**config.mk**
```make
export PLATFORM = sky130hd
export DESIGN_NAME = secure_cfg_regs
export DESIGN_NICKNAME = d
export VERILOG_FILES = /design/src/rtl/secregs_pkg.sv /design/src/rtl/secregs_sync.sv /design/src/rtl/secregs_blink.sv /design/src/rtl/secregs_rdmux.sv /design/src/rtl/secure_cfg_regs.sv
export SDC_FILE = /design/constraint.sdc
export NUM_CORES = 1
export LEC_CHECK = 0
export BUFFER_PORTS_ARGS = -buffer_cell sky130_fd_sc_hd__buf_2
export CORE_ASPECT_RATIO = 1.1
export CORE_MARGIN = 2
export CORE_UTILIZATION = 65
export DETAILED_ROUTE_END_ITERATION = 7
export GPL_ROUTABILITY_DRIVEN = 0
export GPL_TIMING_DRIVEN = 0
export PLACE_DENSITY = 0.85
export SLEW_MARGIN = 20
export SYNTH_ARGS = -nofsm -noshare
export SYNTH_HDL_FRONTEND = slang
export SYNTH_SLANG_ARGS = --single-unit
```
**constraint.sdc**
```tcl
create_clock -name clk -period 4.7 [get_ports clk]
set_clock_uncertainty 0.2 [all_clocks]
set_input_delay 0.47 -clock clk [delete_from_list [all_inputs] [get_ports clk]]
set_output_delay 0.47 -clock clk [all_outputs]
set_load 0.05 [all_outputs]
```
**src/rtl/secregs_pkg.sv**
```systemverilog
package secregs_pkg;

    localparam int WORD_W       = 32;
    localparam int SECRET_WORDS = 8;
    localparam int SECRET_IDX_W = $clog2(SECRET_WORDS);

    // Word addresses; the secret base is aligned so its low bits index the word
    localparam logic [7:0] A_NAME_HI = 8'h00;
    localparam logic [7:0] A_NAME_LO = 8'h01;
    localparam logic [7:0] A_VERSION = 8'h02;
    localparam logic [7:0] A_MODE    = 8'h08;
    localparam logic [7:0] A_LED     = 8'h09;
    localparam logic [7:0] A_GPIO    = 8'h0a;
    localparam logic [7:0] A_START   = 8'h0c;
    localparam logic [7:0] A_SIZE    = 8'h0d;
    localparam logic [7:0] A_FNPTR   = 8'h10;
    localparam logic [7:0] A_SECRET  = 8'h20;
    localparam logic [7:0] A_UID_LO  = 8'h30;
    localparam logic [7:0] A_UID_HI  = 8'h31;
    localparam logic [7:0] A_AKEY    = 8'h40;
    localparam logic [7:0] A_DKEY    = 8'h41;

    typedef struct packed {
        logic                                     app_mode;
        logic [2:0]                               led;
        logic [1:0]                               gpo;
        logic [WORD_W-1:0]                        app_start;
        logic [WORD_W-1:0]                        app_size;
        logic [WORD_W-1:0]                        fn_ptr;
        logic [SECRET_WORDS-1:0][WORD_W-1:0]      secret;
        logic [WORD_W-1:0]                        akey;
        logic [WORD_W-1:0]                        dkey;
        logic [WORD_W-1:0]                        rdata;
    } regs_t;

endpackage

```
**src/rtl/secregs_sync.sv**
```systemverilog
module secregs_sync #(
    parameter int W = 2
) (
    input  logic         clk,
    input  logic         rst_n,
    input  logic [W-1:0] d,
    output logic [W-1:0] q
);
    typedef struct packed {
        logic [W-1:0] s1;
        logic [W-1:0] s2;
    } sync_t;

    sync_t st_d, st_q;

    always_comb begin
        st_d    = st_q;
        st_d.s1 = d;
        st_d.s2 = st_q.s1;
    end

    always_ff @(posedge clk or negedge rst_n) begin
        if (!rst_n) st_q <= '0;
        else        st_q <= st_d;
    end

    assign q = st_q.s2;
endmodule

```
**src/rtl/secregs_blink.sv**
```systemverilog
module secregs_blink #(
    parameter int BLINK_LOG2 = 3
) (
    input  logic       clk,
    input  logic       rst_n,
    input  logic       cpu_trap,
    input  logic [2:0] led_reg,
    output logic [2:0] led_out
);
    localparam int CNT_W = BLINK_LOG2 + 1;

    typedef struct packed {
        logic             trapped;
        logic [CNT_W-1:0] cnt;
    } blink_t;

    blink_t bl_d, bl_q;

    always_comb begin
        bl_d     = bl_q;
        bl_d.cnt = bl_q.cnt + CNT_W'(1);
        if (cpu_trap) bl_d.trapped = 1'b1;
    end

    always_ff @(posedge clk or negedge rst_n) begin
        if (!rst_n) bl_q <= '0;
        else        bl_q <= bl_d;
    end

    assign led_out = bl_q.trapped ? {bl_q.cnt[CNT_W-1], 2'b00} : led_reg;
endmodule

```
**src/rtl/secregs_rdmux.sv**
```systemverilog
module secregs_rdmux
    import secregs_pkg::*;
#(
    parameter int              ADDR_W  = 8,
    parameter logic [31:0]     NAME_HI = 32'h0,
    parameter logic [31:0]     NAME_LO = 32'h0,
    parameter logic [31:0]     VERSION = 32'h0,
    parameter logic [63:0]     UID     = 64'h0
) (
    input  logic [ADDR_W-1:0]                    addr,
    input  logic                                 app_mode,
    input  logic [2:0]                           led,
    input  logic [1:0]                           gpo,
    input  logic [1:0]                           gpi,
    input  logic [WORD_W-1:0]                    app_start,
    input  logic [WORD_W-1:0]                    app_size,
    input  logic [WORD_W-1:0]                    fn_ptr,
    input  logic [SECRET_WORDS-1:0][WORD_W-1:0]  secret,
    output logic [WORD_W-1:0]                    word
);
    localparam int HI_W = ADDR_W - SECRET_IDX_W;

    logic in_secret;
    assign in_secret = (addr[ADDR_W-1:SECRET_IDX_W] ==
                        HI_W'(A_SECRET >> SECRET_IDX_W));

    always_comb begin
        word = '0;
        if (in_secret) begin
            if (app_mode) word = secret[addr[SECRET_IDX_W-1:0]];
        end else begin
            case (addr)
                ADDR_W'(A_NAME_HI): word = NAME_HI;
                ADDR_W'(A_NAME_LO): word = NAME_LO;
                ADDR_W'(A_VERSION): word = VERSION;
                ADDR_W'(A_MODE):    word = {31'd0, app_mode};
                ADDR_W'(A_LED):     word = {29'd0, led};
                ADDR_W'(A_GPIO):    word = {28'd0, gpo, gpi};
                ADDR_W'(A_START):   word = app_start;
                ADDR_W'(A_SIZE):    word = app_size;
                ADDR_W'(A_FNPTR):   word = fn_ptr;
                ADDR_W'(A_UID_LO):  word = UID[31:0];
                ADDR_W'(A_UID_HI):  word = UID[63:32];
                default:            word = '0;
            endcase
        end
    end
endmodule

```
**src/rtl/secure_cfg_regs.sv**
```systemverilog
module secure_cfg_regs
    import secregs_pkg::*;
#(
    parameter int          ADDR_W     = 8,
    parameter int          BLINK_LOG2 = 3,
    parameter logic [31:0] NAME_HI    = 32'h7365_6372,
    parameter logic [31:0] NAME_LO    = 32'h6b65_7931,
    parameter logic [31:0] VERSION    = 32'h0000_0005,
    parameter logic [63:0] UID        = 64'h0123_4567_89ab_cdef
) (
    input  logic              clk,
    input  logic              rst_n,
    input  logic              cs,
    input  logic              we,
    input  logic [ADDR_W-1:0] addr,
    input  logic [31:0]       wdata,
    output logic [31:0]       rdata,
    input  logic              fw_mode,
    input  logic [1:0]        gpio_in,
    input  logic              cpu_trap,
    output logic [2:0]        led,
    output logic [1:0]        gpio_out,
    output logic [31:0]       addr_key,
    output logic [31:0]       data_key,
    output logic              app_mode
);
    regs_t r_d, r_q;

    logic [1:0]        gpi_sync;
    logic [WORD_W-1:0] rd_word;
    logic              wr_en, rd_en, unlocked;

    assign wr_en    = cs &  we;
    assign rd_en    = cs & ~we;
    assign unlocked = ~r_q.app_mode;

    secregs_sync #(.W(2)) u_sync (
        .clk   (clk),
        .rst_n (rst_n),
        .d     (gpio_in),
        .q     (gpi_sync)
    );

    secregs_rdmux #(
        .ADDR_W  (ADDR_W),
        .NAME_HI (NAME_HI),
        .NAME_LO (NAME_LO),
        .VERSION (VERSION),
        .UID     (UID)
    ) u_rdmux (
        .addr      (addr),
        .app_mode  (r_q.app_mode),
        .led       (r_q.led),
        .gpo       (r_q.gpo),
        .gpi       (gpi_sync),
        .app_start (r_q.app_start),
        .app_size  (r_q.app_size),
        .fn_ptr    (r_q.fn_ptr),
        .secret    (r_q.secret),
        .word      (rd_word)
    );

    secregs_blink #(.BLINK_LOG2(BLINK_LOG2)) u_blink (
        .clk      (clk),
        .rst_n    (rst_n),
        .cpu_trap (cpu_trap),
        .led_reg  (r_q.led),
        .led_out  (led)
    );

    always_comb begin
        r_d       = r_q;
        r_d.rdata = rd_en ? rd_word : '0;
        if (wr_en) begin
            case (addr)
                ADDR_W'(A_MODE):  if (fw_mode && wdata[0]) r_d.app_mode = 1'b1;
                ADDR_W'(A_LED):   r_d.led = wdata[2:0];
                ADDR_W'(A_GPIO):  r_d.gpo = wdata[3:2];
                ADDR_W'(A_START): if (unlocked) r_d.app_start = wdata;
                ADDR_W'(A_SIZE):  if (unlocked) r_d.app_size  = wdata;
                ADDR_W'(A_FNPTR): if (unlocked) r_d.fn_ptr    = wdata;
                ADDR_W'(A_AKEY):  if (unlocked) r_d.akey      = wdata;
                ADDR_W'(A_DKEY):  if (unlocked) r_d.dkey      = wdata;
                default: ;
            endcase
            for (int i = 0; i < SECRET_WORDS; i++) begin
                if (unlocked && addr == ADDR_W'(A_SECRET) + ADDR_W'(i))
                    r_d.secret[i] = wdata;
            end
        end
    end

    always_ff @(posedge clk or negedge rst_n) begin
        if (!rst_n) r_q <= '0;
        else        r_q <= r_d;
    end

    assign rdata    = r_q.rdata;
    assign gpio_out = r_q.gpo;
    assign addr_key = r_q.akey;
    assign data_key = r_q.dkey;
    assign app_mode = r_q.app_mode;
endmodule

```
# Yosys cells after proc, flatten, opt, wreduce, memory -nomap -nowiden
# Cells that the tools add are included.
[classes]
n_eq_ne = 21
div = 0
n_reduce_logical = 26
bitwise = 4
add_sub_neg = 1
mul = 0
shift = 0
order_cmp = 1
n_mux = 7
[op_table]
columns = ["operator", "count"]
rows = [
  ["32-bit case mux with 11 select lines", 1],
  ["32-bit two-way mux", 4],
  ["32-bit binary-select mux with 3-bit select", 1],
  ["8-bit by 6-bit equality test with 1-bit output (second input constant)", 10],
  ["8-bit by 4-bit equality test with 1-bit output (second input constant)", 5],
  ["2-bit AND reduction", 10],
  ["3-bit AND reduction", 6],
  ["8-bit by 7-bit equality test with 1-bit output (second input constant)", 2],
  ["1-bit logical AND", 9],
  ["8-bit by 1-bit equality test with 1-bit output (second input constant)", 1],
  ["8-bit by 2-bit equality test with 1-bit output (second input constant)", 1],
  ["8-bit by 5-bit equality test with 1-bit output (second input constant)", 1],
  ["8-bit zero test", 1],
  ["5-bit by 3-bit equality test with 1-bit output (second input constant)", 1],
  ["4-bit by 1-bit adder with 4-bit output (second input constant)", 1],
  ["3-bit by 4-bit less-than comparator with 1-bit output (second input constant)", 1],
  ["3-bit two-way mux", 1],
  ["1-bit AND", 2],
  ["1-bit inverter", 2],
]
[word_totals]
latch_bits = 0
out_inout_bits = 102
reg_bits = 463
input_bits = 48
ramBits = 0
romBits = 0
memories = 0

# Logic depth before layout (Yosys ltp)
[logic_depth]
word_depth = 5
depth_mapped = 8
depth_no_buf = 5

# Modules after synthesis
# A second synthesis with hierarchy kept.
[hier_totals]
hier_cells = 1434
area_unflattened_um2 = 21227.9
[by_module_without_submodules]
columns = ["module", "instances", "area_per_inst_um2", "seq_area_each_um2", "cells_per_inst"]
rows = [
  ["secure_cfg_regs", 1, 17705.7, 11360.9, 1114],
  ["secregs_rdmux", 1, 3219.3, 0.0, 302],
  ["secregs_blink", 1, 202.7, 125.1, 14],
  ["secregs_sync", 1, 100.1, 100.1, 4],
]

# Least setup slack after synthesis
# Ideal clock, no wire load.
[synth_timing]
kind = "input to register"
startpoint = "in addr[1]"
endpoint = "reg r_q (netlist bit rdata[30])"
arrival_time_ps = 2155
setup_slack_ps = 2213
cell_stages = 7
n_path_buf = 3
cell_sequence = "buf_2 > buf_2 > buf_1 > mux4_2 > mux2_2 > a221oi_1 > nor2_1"
[synth_rtl]
columns = ["element", "line_no", "source"]
rows = [
  ["start, declared", "secure_cfg_regs.sv:15", "input logic [ADDR_W-1:0] addr,"],
  ["end signal, assigned", "secure_cfg_regs.sv:95", "else r_q <= r_d;"],
  ["end, declared", "secure_cfg_regs.sv:27", "regs_t r_d, r_q;"],
]

==> results.yml <==
critical_path:
  crit_path_cell_trace: "buf_2 -> nor4_4 -> nand2_1 -> nor2_1 -> buf_2 -> a21oi_1 -> a211oi_1"
  maximum_net_fanout_on_the_critical_path: 10
  worst_path_largest_cell_delay_ns: 0.98
  r2r.worst_path.cells: 4
  slowest_stage: "nor2_1"
  path_buf_inv: 2
  cp-end-kind: "flip-flop"
  critical_path.startpoint_type: "primary input"
  cp.required_ns: 4.90
  criticalPathCategory: "in -> reg"
  signal_arrival_time_at_the_worst_endpoint_ns: 3.48
  stages_on_worst_setup_path: 7
  timing.critical_path.mode_cell: "buf_2"
  critical-path-top-delay-family: "simple AND/OR/NAND/NOR gates"
clocking:
  cts_inserted_buffers: 45
  htree_levels: 2
  tritoncts: "built"
  cts.reportedPaths.clkPinSlew_ns: 0.06
  cts.sink_count: 463
  clock-root-buffer: "clkbuf_16"
  clockBufferDepth: 3
  cts_hold_buf: 26
  cts_setup_buffers: 0
  worst_skew_pair.late_latency_ns: 0.56
  cts-resized-gates: 0
die:
  initial_utilization_pct: 65.6
  design.die.area_um2: 33800
  pin_count: 150
  rows: 69
  dieWidth_um: 176
  die-height_um: 193
  placeableCoreArea_um2: 32100
sta:
  final_critical_path_setup_slack_ns: 1.42
  max_freq_mhz: 305
  report.final.slew_viol_count: 0
  rsz0062_at_grt: "false"
  slew_headroom_pct: 17.6
  final-hold-violation-count: 0
  shortest_clock_period_the_worst_path_allows_after_layout_ns: 3.28
  timing_worst_slew_pin_value_ns: 1.23
  period_share_pct: 69.8
  setup_violations: 0
synth:
  synthCells: 1475
  synth_most_common_cell: "dfrtp_1"
  synth_sequential_area_ratio_pct: 55.0
  yosysWarningCount: 0
  synth.net_count: 1524
  synthesis.area_um2: 21100
  synthDominantCellAreaShare_pct: 55.0
  synthTopCellsByCount: "dfrtp_1, mux2_2, buf_4"
  synth_cell_type_count: 55
  synthFlopType: "dfrtp_1"
  postSynth.asyncResetShare_pct: 100
  syn_area_per_cell_um2: 14.3
  yosys_register_bits: 463
  synth_edf_count: 0
  most_area_consuming_cells_after_synthesis: "dfrtp_1, mux2_2, mux4_2"
  synth_largest_area_cell: "dfrtp_1"
final_layout:
  fillerInstances: 1967
  syn_to_final_growth_pct: 15.8
  nNetsFinal: 1749
  layoutNonFillerInstCount: 2168
  fin_util_pct: 75.9
  layout-drive-gt1-share_pct: 51.4
route:
  drt_pass1_iterations: 8
  first_iter_violations: 1574
  via_count: 13883
  drt_drc_violations_left: 7
  detail_route.vias_per_cell: 6.40
  ant_nets: 0
  drt-total-wl_um: 56100
  avgRoutedWirePerCell_um: 25.9
power_and_ir_drop:
  worst_ir_drop_vdd_mv: 0.305
  power.leakage_nw: 12.4
  finalPower_mw: 8.69
  power-per-cell-area_nw_per_um2: 356
job:
  cap_violations: 0
placement:
  hpwl_um: 36600
  portBuffers: 147
  detailedPlace.worstSlack_ns: 1.10
  numPlacedInstances: 2053
hold_path:
  worst_hold_path_type: "in -> reg"
  timing.hold.worst_path_depth: 2
grt:
  antenna_found_initial: 5
  grt_pass1_vias: 14368
  maximum_number_of_pins_on_one_net_before_global_route_repair: 102
  grt_remaining_overflow: 0
  global_route.usage.total_pct: 33.9
  wire_length_of_the_first_global_routing_pass_um: 85100
outcome:
  status: "finished with violations"
  failed_checks: "design-rule violations"
-- per-layer routing --
metal  routed length (µm)  GRT usage (%)  up-vias  share of wire, %
li1                     -              -     5732                 -
met1                21400           44.5     7114                38
met2                26000           52.9      784                46
met3                 5060           7.53      253               9.0
met4                 3580           19.2        0               6.4
met5                    0              0        -                 0
-- cell type report --
type,instances,area [µm²],area share (%)
sequential,463,11600,47.5
multi-input combinational,792,8220,33.7
clock buffer,70,1400,5.75
buffer,214,1230,5.06
timing repair buffer,178,1140,4.69
tap,426,533,2.19
clock inverter,14,230,0.944
inverter,6,22.5,0.0924
antenna,5,12.5,0.0513
-- layout by cell type, fill, tap and decap left out, drive strengths merged, types with 5 or more instances in the layout --
| cell type | synthesis | final |
|---|---|---|
| dfrtp | 463 | 463 |
| mux2 | 457 | 457 |
| buf | 162 | 314 |
| clkbuf | 52 | 122 |
| mux4 | 56 | 56 |
| a21oi | 37 | 37 |
| nand2 | 32 | 32 |
| dlygate4sd3 | 0 | 26 |
| nand3 | 24 | 24 |
| nor2 | 21 | 21 |
| nor3 | 20 | 20 |
| mux2i | 20 | 20 |
| a211oi | 16 | 16 |
| nor2b | 13 | 13 |
| a22oi | 11 | 11 |
| o21ai | 9 | 9 |
| clkinv | 1 | 7 |
| inv | 5 | 7 |
| bufinv | 0 | 6 |
| diode | 0 | 5 |
-- kinds of logic after synthesis --
kind of cell,synth area share [%]
AO/OA/AOI/OAI,3.93
adder cells (fa/ha/maj),0.107
AND/OR/NAND/NOR,3.49
XOR/XNOR,0.0832
multiplexers,31.4
flip-flops,55.0
buffers and inverters,5.97
-- metrics by stage --
| step | instance area (µm²) | hold WS [ns] | TNS [ns] |
|---|---|---|---|
| global placement | 22300 | 0.135 | -2716.35 |
| CTS | 24400 | 0.00229 | 0 |
| floorplan | 21100 | -0.0256 | 0 |
| global route | 24400 | 0.00638 | 0 |
| detailed placement | 22500 | 0.136 | 0 |
| finish | 24400 | 0.000675 | 0 |
-- power by group --
| group | leakage, nW | total [mW] | internal, mW | switching [mW] |
|---|---|---|---|---|
| clock | 0.809 | 3.93 | 2.39 | 1.54 |
| sequential | 6.40 | 4.14 | 4.09 | 0.0548 |
| combinational | 5.23 | 0.621 | 0.231 | 0.390 |
| total | 12.4 | 8.69 | 6.70 | 1.98 |
-- state kept, by name (all words and copies together), names as in the netlist --
signal / count
u_sync.st_d: 2
data_key: 32
rdata: 32
gpio_out: 2
addr_key: 32
u_blink.bl_q: 5
app_mode: 1
r_q: 355
u_sync.q: 2
-- path summary, 6_finish.rpt --
kind	start	to	slack, ns
max	addr[3]	rdata[2]	1.42
min	wdata[28]	r_q[284]	0.0007
max reg2reg	app_mode	rdata[22]	1.92
min reg2reg	u_sync.st_d[1]	u_sync.q[1]	0.15
max in group asynchronous	rst_n	r_q[213]	2.92
min in group asynchronous	rst_n	r_q[326]	0.19
Power figures use the tool's default switching activity.
